## src/rtl/spi_cs_pkg.sv

```systemverilog
package spi_cs_pkg;
  typedef enum logic [1:0] {ST_IDLE, ST_LEAD, ST_HIGH, ST_LOW} state_t;

  // strobes from control to datapath
  typedef struct packed {
    logic load;
    logic sample;
    logic shift;
    logic finish;
  } strobes_t;
endpackage

```

## src/rtl/spi_cs_ctrl.sv

```systemverilog
module spi_cs_ctrl
  import spi_cs_pkg::*;
#(
  parameter int DATA_W = 8,
  parameter int DIV_W  = 8
) (
  input  logic             clk,
  input  logic             rstN,
  input  logic             startPulse,
  input  logic [DIV_W-1:0] clkDiv,
  output strobes_t         stb,
  output logic             sclk,
  output logic             selN,
  output logic             mosiEn,
  output logic             busy,
  output logic             done
);
  localparam int CNT_W = DIV_W + 1;
  localparam int BIT_W = (DATA_W > 1) ? $clog2(DATA_W) : 1;
  localparam logic [BIT_W-1:0] LAST_BIT = BIT_W'(DATA_W - 1);

  state_t           state;
  logic [CNT_W-1:0] phaseCnt;
  logic [BIT_W-1:0] bitCnt;
  logic [DIV_W-1:0] divQ;

  function automatic logic isSym(input logic [DIV_W-1:0] d);
    return (d == '0) || d[0];
  endfunction

  function automatic logic [CNT_W-1:0] lowLen(input logic [DIV_W-1:0] d);
    return isSym(d) ? ({1'b0, d} + CNT_W'(1)) : {1'b0, d};
  endfunction

  function automatic logic [CNT_W-1:0] highLen(input logic [DIV_W-1:0] d);
    return isSym(d) ? ({1'b0, d} + CNT_W'(1)) : ({1'b0, d} + CNT_W'(2));
  endfunction

  logic phaseEnd, lastBit;
  assign phaseEnd = (phaseCnt == '0);
  assign lastBit  = (bitCnt == LAST_BIT);

  always_comb begin
    stb.load   = (state == ST_IDLE) && startPulse;
    stb.sample = ((state == ST_LEAD) || (state == ST_LOW)) && phaseEnd;
    stb.shift  = (state == ST_HIGH) && phaseEnd && !lastBit;
    stb.finish = (state == ST_HIGH) && phaseEnd && lastBit;
  end

  always_ff @(posedge clk or negedge rstN) begin
    if (!rstN) begin
      state    <= ST_IDLE;
      phaseCnt <= '0;
      bitCnt   <= '0;
      divQ     <= '0;
      sclk     <= 1'b0;
      selN     <= 1'b1;
      mosiEn   <= 1'b0;
      busy     <= 1'b0;
      done     <= 1'b0;
    end else begin
      done <= 1'b0;
      if (stb.load) begin
        state    <= ST_LEAD;
        divQ     <= clkDiv;
        phaseCnt <= lowLen(clkDiv) - CNT_W'(1);
        bitCnt   <= '0;
        selN     <= 1'b0;
        mosiEn   <= 1'b1;
        busy     <= 1'b1;
      end else if (stb.sample) begin
        state    <= ST_HIGH;
        sclk     <= 1'b1;
        phaseCnt <= highLen(divQ) - CNT_W'(1);
      end else if (stb.shift) begin
        state    <= ST_LOW;
        sclk     <= 1'b0;
        bitCnt   <= bitCnt + BIT_W'(1);
        phaseCnt <= lowLen(divQ) - CNT_W'(1);
      end else if (stb.finish) begin
        state  <= ST_IDLE;
        sclk   <= 1'b0;
        selN   <= 1'b1;
        mosiEn <= 1'b0;
        busy   <= 1'b0;
        done   <= 1'b1;
      end else if (state != ST_IDLE) begin
        phaseCnt <= phaseCnt - CNT_W'(1);
      end
    end
  end
endmodule

```

## src/rtl/spi_cs_dpath.sv

```systemverilog
module spi_cs_dpath
  import spi_cs_pkg::*;
#(
  parameter int DATA_W = 8
) (
  input  logic              clk,
  input  logic              rstN,
  input  strobes_t          stb,
  input  logic [DATA_W-1:0] txWord,
  input  logic              miso,
  output logic              mosi,
  output logic [DATA_W-1:0] rxWord
);
  logic [DATA_W-1:0] txShift;
  logic [DATA_W-1:0] rxShift;
  logic [DATA_W-1:0] rxNext;

  generate
    if (DATA_W > 1) begin : g_wide
      assign rxNext = {rxShift[DATA_W-2:0], miso};
    end else begin : g_single
      assign rxNext = miso;
    end
  endgenerate

  assign mosi = txShift[DATA_W-1];

  always_ff @(posedge clk or negedge rstN) begin
    if (!rstN) begin
      txShift <= '0;
      rxShift <= '0;
      rxWord  <= '0;
    end else begin
      if (stb.load)        txShift <= txWord;
      else if (stb.shift)  txShift <= txShift << 1;
      if (stb.sample)      rxShift <= rxNext;
      if (stb.finish)      rxWord  <= rxShift;
    end
  end
endmodule

```

## src/rtl/spi_cs_master.sv

```systemverilog
module spi_cs_master
  import spi_cs_pkg::*;
#(
  parameter int DATA_W = 8,
  parameter int DIV_W  = 8
) (
  input  logic              clk,
  input  logic              rstN,
  input  logic              startPulse,
  input  logic [DATA_W-1:0] txWord,
  input  logic [DIV_W-1:0]  clkDiv,
  output logic              busy,
  output logic              done,
  output logic [DATA_W-1:0] rxWord,
  output logic              sclk,
  output logic              selN,
  output logic              mosi,
  output logic              mosiEn,
  input  logic              miso
);
  strobes_t stb;

  spi_cs_ctrl #(.DATA_W(DATA_W), .DIV_W(DIV_W)) u_ctrl (
    .clk(clk), .rstN(rstN), .startPulse(startPulse), .clkDiv(clkDiv),
    .stb(stb), .sclk(sclk), .selN(selN), .mosiEn(mosiEn),
    .busy(busy), .done(done)
  );

  spi_cs_dpath #(.DATA_W(DATA_W)) u_dpath (
    .clk(clk), .rstN(rstN), .stb(stb), .txWord(txWord),
    .miso(miso), .mosi(mosi), .rxWord(rxWord)
  );
endmodule

```

## config.mk

```make
export PLATFORM = sky130hd
export DESIGN_NAME = spi_cs_master
export DESIGN_NICKNAME = d
export VERILOG_FILES = /design/src/rtl/spi_cs_pkg.sv /design/src/rtl/spi_cs_ctrl.sv /design/src/rtl/spi_cs_dpath.sv /design/src/rtl/spi_cs_master.sv
export SDC_FILE = /design/constraint.sdc
export NUM_CORES = 1
export LEC_CHECK = 0
export BUFFER_PORTS_ARGS = -buffer_cell sky130_fd_sc_hd__buf_2
export CAP_MARGIN = 25
export CORE_MARGIN = 2
export CORE_UTILIZATION = 40
export CTS_BUF_LIST = sky130_fd_sc_hd__clkbuf_4 sky130_fd_sc_hd__clkbuf_8 sky130_fd_sc_hd__clkbuf_16
export DETAILED_ROUTE_END_ITERATION = 10
export PLACE_DENSITY = 0.6
export RECOVER_POWER = 50
export SYNTH_ARGS = -nofsm -noshare
export SYNTH_HDL_FRONTEND = slang
export SYNTH_HIERARCHICAL = 1
export SYNTH_SLANG_ARGS = --single-unit
```

## constraint.sdc

```tcl
create_clock -name clk -period 4.35 [get_ports clk]
set_input_delay 0.6525 -clock clk [delete_from_list [all_inputs] [get_ports clk]]
set_output_delay 0.6525 -clock clk [all_outputs]
set_load 0.03 [all_outputs]
```

==> Word-level counts from Yosys, hierarchy flattened <==
Index checks and enable logic that the tools add are counted.
{ "word_totals": {"elab_cells": 81, "register_bits": 50, "out_inout_bits": 14} }
{ "classes": {"bitwise": 1, "n_eq_ne": 7, "add_sub_neg": 8, "n_mux": 31, "n_reduce_logical": 23} }
{ "op_table": {"columns": ["cell", "n"], "rows": [
  ["9-bit 2-to-1 mux", 8],
  ["9-bit by 1-bit subtractor with 9-bit output (second input constant)", 4],
  ["8-bit by 1-bit adder with 9-bit output (second input constant)", 2],
  ["8-bit logical NOT", 2],
  ["8-bit 2-to-1 mux", 2],
  ["1-bit 2-to-1 mux", 14],
  ["8-bit by 2-bit adder with 9-bit output (second input constant)", 1],
  ["9-bit logical NOT", 1],
  ["3-bit 2-to-1 mux", 3],
  ["2-bit 2-to-1 mux", 4],
  ["4-bit nonzero test", 2],
  ["2-bit AND reduction", 3],
  ["2-bit nonzero test", 3],
  ["1-bit logical AND", 5],
  ["2-bit equality test (second input constant)", 2],
  ["2-bit by 1-bit != test with 1-bit output (second input constant)", 2],
  ["4-bit by 1-bit != test with 1-bit output (second input constant)", 1],
  ["3-bit by 1-bit adder with 3-bit output (second input constant)", 1],
  ["3-bit equality test (second input constant)", 1],
  ["1-bit logical OR", 3],
  ["3-bit AND reduction", 1],
  ["3-bit nonzero test", 1],
  ["2-bit by 1-bit equality test with 1-bit output (second input constant)", 1],
  ["2-bit logical NOT", 1],
  ["2 further kinds", 2]
]} }

==> Depth between registers and ports, before layout <==
{ "logic_depth": {"ltp_word": 7, "depth_mapped": 11, "mapped_depth_nobuf": 11} }

==> Cells and area by module <==
Netlist, hierarchy kept.
{ "by_module_without_submodules": {"columns": ["module", "n_inst", "cells_per_inst", "area_each_um2"], "rows": [
  ["spi_cs_ctrl", 1, 241, 2094.5],
  ["spi_cs_dpath", 1, 68, 1032.2]
]} }

==> Worst setup path after synthesis <==
Ideal clock, no wire load.
{ "synth_timing": {"path_type": "register to register", "from": "register u_ctrl.divQ[0]", "to": "register u_ctrl.phaseCnt[6]", "stages_incl_launch_ff": 11, "t_arrival_ns": 2.381, "setup_time_ns": 0.082, "setup_slack_ns": 1.887, "synth_period_minus_slack_ns": 2.463, "path_buffers": 1, "path_cell_list": "dfrtp_1 > buf_4 > inv_1 > ha_1 > a31o_1 > a211o_1 > o21ai_4 > ha_1 > nand3b_1 > or3_1 > a31oi_1"} }
{ "synth_via": {"elab_chain_len": 7} }
{ "synth_rtl": {"columns": ["element", "line", "text"], "rows": [
  ["start, declared", "spi_cs_ctrl.sv:25", "logic [DIV_W-1:0] divQ;"],
  ["start signal, assigned", "spi_cs_ctrl.sv:65", "divQ <= clkDiv;"],
  ["parallel branches: the longest is 5 deep, another holds 8-bit by 1-bit adder with 9-bit output", null, null],
  ["9-bit 2-to-1 mux *", "spi_cs_ctrl.sv:71", "end else if (stb.sample) begin"],
  ["9-bit 2-to-1 mux *", "spi_cs_ctrl.sv:63", "if (stb.load) begin"],
  ["end signal, assigned", "spi_cs_ctrl.sv:66", "phaseCnt <= lowLen(clkDiv) - CNT_W'(1);"],
  ["end signal, assigned", "spi_cs_ctrl.sv:74", "phaseCnt <= highLen(divQ) - CNT_W'(1);"],
  ["end signal, assigned", "spi_cs_ctrl.sv:79", "phaseCnt <= lowLen(divQ) - CNT_W'(1);"],
  ["end, declared", "spi_cs_ctrl.sv:23", "logic [CNT_W-1:0] phaseCnt;"]
]} }
Mark *: on every way between the ends.
A chain may end at the register's enable or synchronous reset.

==> impl_metrics.py <==
metrics = {
    "outcome": {
        "outcome": "finished, violations left",
        "violations": "max-capacitance violations, max-slew violations",
    },
    "yosys": {
        "synthCells": 309,
        "netlist_area_um2": 3130,
        "synth_area_per_cell_um2": 10.1,
        "ys_types": 67,
        "ys_warn_count": 6,
        "mappedNetlistNets": 337,
        "synthFlopType": "dfrtp_1",
        "synth_edf_count": 0,
        "ys_ff_latch": 50,
        "async_flop_share_pct": 100,
        "ys_seq_area_share_pct": 40.1,
    },
    "timing": {
        "tns_ps": 0,
        "worst_pin_slew_ps": 2690,
        "period_minus_slack_ps": 3300,
        "skew_ps": 8.40,
        "setup_violations": 0,
        "timing_hold_violations_final": 0,
        "relSlewSlack_pct": -79.2,
        "slew_viol_final": 51,
        "max_clock_freq_mhz": 303,
        "fin_crit_sh_pct": 75.8,
        "rsz0062_at_grt": "no",
    },
    "clock_tree": {
        "cts.reportedPaths.clkPinSlew_ps": 100,
        "root_buffer": "clkbuf_8",
        "clk_latency_ps": 310,
        "numCtsBuffers": 5,
        "tritoncts": "done",
        "cts_sinks": 50,
        "post_cts_buffers": 0,
        "cts_buffer_depth": 2,
        "cts_resized": 0,
        "htree_num_levels": 2,
        "cts_hold_buf": 0,
    },
    "floorplanning": {
        "fp.dieArea_um2": 8540,
        "io_pins": 34,
        "die_width_um": 92.4,
        "fp-row-count": 32,
        "die_h_um": 92.4,
        "core_area_um2": 7650,
        "start_util_pct": 40.9,
    },
    "place": {
        "placed_area_um2": 3290,
        "dp_hpwl_um": 4840,
        "port_buffers": 33,
        "place.gp.congestion": 0.861,
        "dp_cells": 428,
    },
    "cells_and_area": {
        "area_growth_pct": 7.24,
        "nets": 361,
        "instances_no_fill": 436,
        "n_antenna_cell": 0,
        "postLayoutCellArea_um2": 3350,
        "final_layout_size_suffix_gt1_share_pct": 21.9,
    },
    "worst_setup_path": {
        "reg2reg_depth": 9,
        "cpMaxStageDelayCell": "nand2_1",
        "critPathBufInv": 1,
        "critical_path.top_delay_family": "simple AND/OR/NAND/NOR gates",
        "crit_required_ps": 4580,
        "end_kind": "flop",
        "cp_num_cells": 9,
        "critPathArrivalTime_ps": 3530,
        "crit_path_max_fanout": 35,
        "crit_path_start_kind": "flop",
        "cpPeakStageDelay_ps": 610,
        "crit_chain": "nor2_2 -> nand2_1 -> inv_2 -> a211o_1 -> o21ai_4 -> ha_1 -> nand3b_1 -> or3_1 -> a31oi_1",
        "path_class": "flop to flop",
    },
    "detailed_routing": {
        "routed_wl_um": 6660,
        "dr_total_vias": 2352,
        "avgRoutedWirePerCell_um": 15.3,
        "drtIter0Drc": 197,
        "viasPerCell": 5.39,
        "dr.pass1.iters": 5,
        "final_antenna_net_count": 0,
        "drt_drc_violations_left": 0,
    },
    "pwr": {
        "switching_share_pct": 42.8,
        "pwr-share-clk_pct": 15.0,
        "p_int_uw": 1100,
        "power_frac_seq_pct": 44.5,
        "power_uw": 1920,
        "p_per_area_nw_per_um2": 573,
        "p_leak_uw": 0.00150,
        "ir_drop_uv": 200,
        "combPwrFrac_pct": 40.5,
        "p_sw_uw": 823,
    },
    "hold_path": {
        "worstHoldPathCells": 2,
        "min_path_type": "flop to flop",
    },
    "global_routing": {
        "grtUsageTotal_pct": 16.4,
        "antenna_found_initial": 0,
        "grt_pass1_vias": 2270,
        "grt_remaining_overflow": 0,
        "grt_pass1_wl_um": 11400,
        "grt_max_degree": 51,
    },
    "run": {
        "maxCapViolations": 1,
    },
}
-- per-layer routing --
| layer | part of all wire, % | vias up | global-route usage [%] |
|---|---|---|---|
| met5 | 0 | - | 0 |
| met4 | 1.5 | 0 | 3.73 |
| li1 | - | 1169 | - |
| met3 | 4.9 | 9 | 2.77 |
| met2 | 45 | 59 | 26.0 |
| met1 | 48 | 1115 | 23.5 |
-- sequential cells by signal, indices dropped and copies added (netlist names), 2 cells and up --
name             count
u_ctrl/bitCnt        3
u_ctrl/divQ          8
u_ctrl/phaseCnt      9
u_ctrl/state         2
u_dpath/rxShift      8
u_dpath/rxWord       8
u_dpath/txShift      8
-- through the flow --
stage	hold slack, ps	util (%)	setup WS (ps)
6_report	499	43.8	1050
5_1_grt	531	43.8	765
4_1_cts	471	44.3	1330
3_5_place_dp	481	43.0	1360
3_3_place_gp	469	43.0	1450
2_1_floorplan	357	-	1890
-- layout by cell type, fill, tap and decap left out, types with 8 or more instances in the layout --
cell type	instances
a21oi_1	8
buf_2	28
dfrtp_1	49
ha_1	8
inv_1	8
mux2_4	16
mux2i_1	10
nand2_1	49
nand3_1	11
nor2_1	15
o21ai_0	16
o21ai_1	8
-- worst min-delay path, stage by stage, from the launching register on --
cell	delay [ps]
dfrtp_1	370
nand2_1	50
nand2_1	50
-- kinds of logic (layout without fill, tap and decap cells) --
group / after synthesis / after routing / share of synthesized area, %
buf+inv: 29 / 54 / 6.00
compound gates: 67 / 67 / 15.3
xor+xnor: 7 / 7 / 1.96
fa+ha+maj: 8 / 8 / 3.20
flops: 50 / 50 / 40.1
simple gates: 121 / 121 / 22.2
mux: 27 / 27 / 11.2
-- Yosys cell counts (3+ instances only) --
master    instances  share of area (%)
o211ai_1          3               0.72
a31oi_1           6                1.2
nand2_1          48                5.8
xnor2_1           3               0.84
inv_1             8               0.96
clkbuf_1          3               0.36
nand2b_1          5                1.0
inv_2             3               0.36
buf_4             4               0.96
nor2_1           15                1.8
or3_1             5                1.0
nand3_1          11                1.8
mux2i_1          10                3.2
and3_1            3               0.60
buf_6             8                2.9
xor2_1            4                1.1
nand4_1           5                1.0
o21ai_1           8                1.3
a21oi_1           8                1.3
dfrtp_1          49                 39
ha_1              8                3.2
mux2_4           16                7.7
buf_2             3               0.48
nor3_1            5               0.80
a211o_1           3               0.84
o21ai_0          16                2.6
-- worst paths after layout --
path / startpoint / to / slack [ps]
worst max-delay path: u_ctrl/state[0] / u_ctrl/phaseCnt[6] / 1050
worst min-delay path: u_ctrl/sclk / u_ctrl/sclk / 500
worst max register to register: u_ctrl/state[0] / u_ctrl/phaseCnt[6] / 1050
worst min register to register: u_ctrl/sclk / u_ctrl/sclk / 500
max in group asynchronous: rstN / u_ctrl/divQ[3] / 1550
min in group asynchronous: rstN / u_dpath/rxWord[4] / 1280
-- power groups by stage --
| stage | combinational [µW] | sequential, µW | clock [µW] |
|---|---|---|---|
| 3_5_place_dp | 786 | 873 | 0 |
| 5_1_grt | 867 | 884 | 318 |
| 3_3_place_gp | 775 | 874 | 0 |
| 6_report | 778 | 854 | 288 |
| 4_1_cts | 790 | 862 | 299 |
| 2_1_floorplan | 704 | 785 | 0 |
-- cell type report --
| cell class | instances | area [µm²] |
|---|---|---|
| multi-input cells | 230 | 1660 |
| clock inverters | 3 | 28.8 |
| fillers | 776 | 4290 |
| clock buffers | 5 | 68.8 |
| well taps | 102 | 128 |
| repair buffers | 35 | 170 |
| inverters | 11 | 41.3 |
| flip-flops and latches | 50 | 1250 |
(Power assumes the default switching activity.)
